--- config.mk ---
export PLATFORM = sky130hd
export DESIGN_NAME = shift_rot_unit
export DESIGN_NICKNAME = d
export VERILOG_FILES = /design/src/rtl/shift_rot_unit.sv
export SDC_FILE = /design/constraint.sdc
export NUM_CORES = 1
export LEC_CHECK = 0
export ABC_AREA = 1
export BUFFER_PORTS_ARGS = -buffer_cell sky130_fd_sc_hd__buf_2
export CORE_AREA = 2 2 39 41
export DETAILED_ROUTE_END_ITERATION = 10
export DIE_AREA = 0 0 41 43
export PLACE_DENSITY_LB_ADDON = 0.1
export REMOVE_ABC_BUFFERS = 1
export SYNTH_ARGS = -nofsm -noshare
export SYNTH_HDL_FRONTEND = slang
export SYNTH_SLANG_ARGS = --single-unit
--- constraint.sdc ---
create_clock -name vclk -period 1.1
set_input_delay 0.055 -clock vclk [all_inputs]
set_output_delay 0.055 -clock vclk [all_outputs]
set_load 0.01 [all_outputs]
--- src/rtl/shift_rot_unit.sv ---
module shift_rot_unit #(
  parameter int W = 8
) (
  input  logic [W-1:0] din,
  input  logic         fill_l,
  input  logic         fill_r,
  input  logic [2:0]   op,
  output logic [W-1:0] dout
);

  logic [W-1:0] up_word;
  logic [W-1:0] dn_word;

  assign up_word = {din[W-2:0], op[0] ? din[W-1] : fill_r};
  assign dn_word = {op[0] ? din[0] : fill_l, din[W-1:1]};

  always_comb begin
    unique case (op[2:1])
      2'b10:   dout = up_word;
      2'b11:   dout = dn_word;
      default: dout = din;
    endcase
  end

  always_comb begin
    if (op[2] == 1'b0)
      p_hold_r1: assert (dout == din) else $error("R1/R2 hold broken");
    if (op == 3'b100)
      p_shl_fill_r3: assert (dout[0] == fill_r && dout[W-1:1] == din[W-2:0]) else $error("R3 shl broken");
    if (op == 3'b101)
      p_rol_ones_r4: assert ($countones(dout) == $countones(din) && dout[0] == din[W-1]) else $error("R4 rol broken");
    if (op == 3'b110)
      p_shr_fill_r5: assert (dout[W-1] == fill_l && dout[W-2:0] == din[W-1:1]) else $error("R5 shr broken");
    if (op == 3'b111)
      p_ror_ones_r6: assert ($countones(dout) == $countones(din) && dout[W-1] == din[0]) else $error("R6 ror broken");
  end

endmodule

After elaboration in Yosys (flattened, before gate mapping)

Index checks and enable logic that the tools add are counted.

Bits of input ports: 13
Memories: 0
Bits in registers: 0
Latch bits: 0
Bits in read-only memories: 0
Bits in writable memories: 0

Divide/modulo/power cells: 0
Reductions and logical operators: 0
Equality and inequality tests: 2
Multiplexer cells: 3
$lt $le $gt $ge: 0
Add/sub/neg operators: 0
Bitwise gates (word level): 0
Multiply operators: 0
Shifts and indexed selects: 0

Operator list:

| operator                              | number |
|---|---|
| 8-bit case mux with 2 select lines    | 1 |
| 2-bit == test (second input constant) | 2 |
| 1-bit two-way mux                     | 2 |

Depth between registers and ports, before layout

Depth in word-level cells: 2
Mapped depth: 5
Gate-level depth less buffers: 5

Worst setup path before layout

OpenSTA, ideal clock, no wires.

Path type: input-to-output
Start point: input port op[2]
End point: output port dout[0]
Path slack: 0.617 ns
Data required time: 1.045 ns
Path buffers: 0
Data arrival time: 0.428 ns
Cell stages on the path: 5
Cell sequence: inv_2 > nand2_1 > nand2_1 > clkinv_1 > nand2_1

Word-level cells in the longest chain between the ends: 2
Elaborated cells between the ends (all ways): 3

RTL lines:

| item                                   | RTL line | RTL |
|---|---|---|
| start: declaration                     | 7        | `input logic [2:0] op,` |
| 2-bit == test                          | 18       | `unique case (op[2:1])` |
| 8-bit case mux with 2 select lines (*) | 18       |  |
| end: declaration                       | 8        | `output logic [W-1:0] dout` |

Mark *: on every way between the ends. The rest lies on a longest branch, timed or not.

Worst setup path after layout

Start point: input port op[2]
End point: output port dout[1]

Same word-level chain as after synthesis.

==> out/qor.yml <==
critical_path_buf_inv_count: 3
synth.cell_area_um2: 213
synth.lib_cells_used.distinct: 7
number_of_warnings_printed_during_yosys_synthesis: 0
start_util: 0.154
critical_path.most_common_cell: "sky130_fd_sc_hd__buf_2"
minimum_clock_period_ps: 771
drt_pass1_iterations: 4
routabilityCongestion: 0.648
synth_top_area_share: 0.512
cp.arrival_ps: 720
vias_per_cell: 4.02
final_hold_viol_count: 0
global_route.usage.total: 0.0789
finalNetCount: 86
chipWidth_um: 41
ant_nets: 0
hold_buffers: 0
max_stage_delay_ps: 180
core.rowCount: 14
route.detailed.drc: 0
final_max_slew_viol_count: 0
cts.repair_timing.setup_buffer_count: 0
core_area_um2: 1380
wire_length_of_the_first_global_routing_pass_mm: 1.05
dp.cells: 87
dp_hpwl_um: 599
worstSetupPathType: "in -> out"
setup_ws_ps: 329
seqCellArea_um2: 0
ys_seq_area_frac: 0
postSynthCellCount: 50
cell_family_with_most_cp_delay: "buffers and inverters"
final_layout_size_suffix_gt1_frac: 0.352
timing.max_slew.rel_slack: 0.876
critical_path.endpoint_type: "primary output"
cellPowerDensity_nw_per_um2: 401
min-delay-path-class: "in -> out"
synthesis.area_per_instance_um2: 4.25
cts-resized-gates: 0
areaGrowthSynthToFinish_pct: 58.8
place_worst_setup_slack_ps: 322
static-leakage-power_nw: 0.226
yosys.area.top_type: "sky130_fd_sc_hd__nand2_1"
finalCritPeriodShare: 0.701
worst-endpoint-required_ps: 1040
detail_route.iter0.violations: 6
num_vias: 350
startpoint_type: "input port"
max_cap_violations: 0
design_area_um2: 338
first_global_vias: 262
detailed_place.area_um2: 338
final-setup-viol-count: 0
die_h_um: 43
status: "completed"
worstPathCellList: "buf_2 > inv_2 > nor2_4 > nand2_1 > nand3_1 > buf_2"
final_setup_tns_ps: 0
die-area_um2: 1760
grt_antenna_before_repair: 0
placement.io_buffers: 21
n_clock_buffer: 0
grt_setup_unrepaired: "false"
critical-path-slowest-cell: "sky130_fd_sc_hd__nor2_4"
crit_fanout: 9
post_synth_main_area_contributors: "sky130_fd_sc_hd__nand2_1 (51%), sky130_fd_sc_hd__nand3_1 (21%), sky130_fd_sc_hd__inv_1 (12%), sky130_fd_sc_hd__nor2_4 (5.3%), sky130_fd_sc_hd__nand3_2 (4.7%)"
wl_um: 707
vdd_drop_max_v: 0.0000969
timing.fmax_mhz: 1300
grt_start_max_net_pins: 10
ioPinCount: 21
instances_no_fill: 87
design.seq.count: 0
insertedDiodeCount: 0
overflow: 0
fin_worst_hold_slack_ps: 431
worst_slew_pin_slew_ps: 186
routedWlPerCell_um: 8.13
-- power by group --
group | switching (mW) | total [mW] | leakage, nW | internal [mW]
combinational | 0.0777 | 0.135 | 0.226 | 0.0576
clock | 0 | 0 | 0 | 0
sequential | 0 | 0 | 0 | 0
-- through the flow --
step / util / total power, mW
after CTS: 0.244 / 0.138
after global placement: 0.244 / 0.139
after detailed placement: 0.244 / 0.137
after floorplan: - / 0.0696
after global routing: 0.244 / 0.152
final: 0.244 / 0.135
-- cells by family (layout without fill, tap and decap cells) --
kind of cell           after synthesis  in the layout  share of synthesized area
and+or+nand+nor                     40             40                      0.823
buffers and inverters               10             31                      0.176
-- worst min-delay path, delay by kind of cell --
kind / cells / cell delay, ps
simple gates: 2 / 100
buf+inv: 2 / 220
-- synthesized netlist by cell type (all sizes together) --
master	count
nand3	10
inv	9
clkinv	1
nor2	1
nand2	29
-- cells in the final DEF, fill, tap and decap left out, drive strengths merged --
master,instances
nand3,10
buf,21
nand2,29
inv,9
nor2,1
clkinv,1
-- area by class of cell --
class	count	area, um2
Multi-Input combinational cell	40	175
Fill cell	176	1050
Inverter	10	37.5
Timing Repair Buffer	21	105
Tap cell	16	20.0
-- final timing paths --
path / from / to / slack (ps) / depth (start not counted)
worst min-delay path: din[3] / dout[4] / 430 / 4
worst max-delay path: op[2] / dout[1] / 330 / 6
-- layer usage --
metal,GRT usage,up-vias,share of wire
li1,-,193,-
met1,0.114,143,0.49
met2,0.128,14,0.41
met3,0.0105,0,0.10
met4,0,0,0
met5,0,-,0
(Power assumes the default switching activity.)
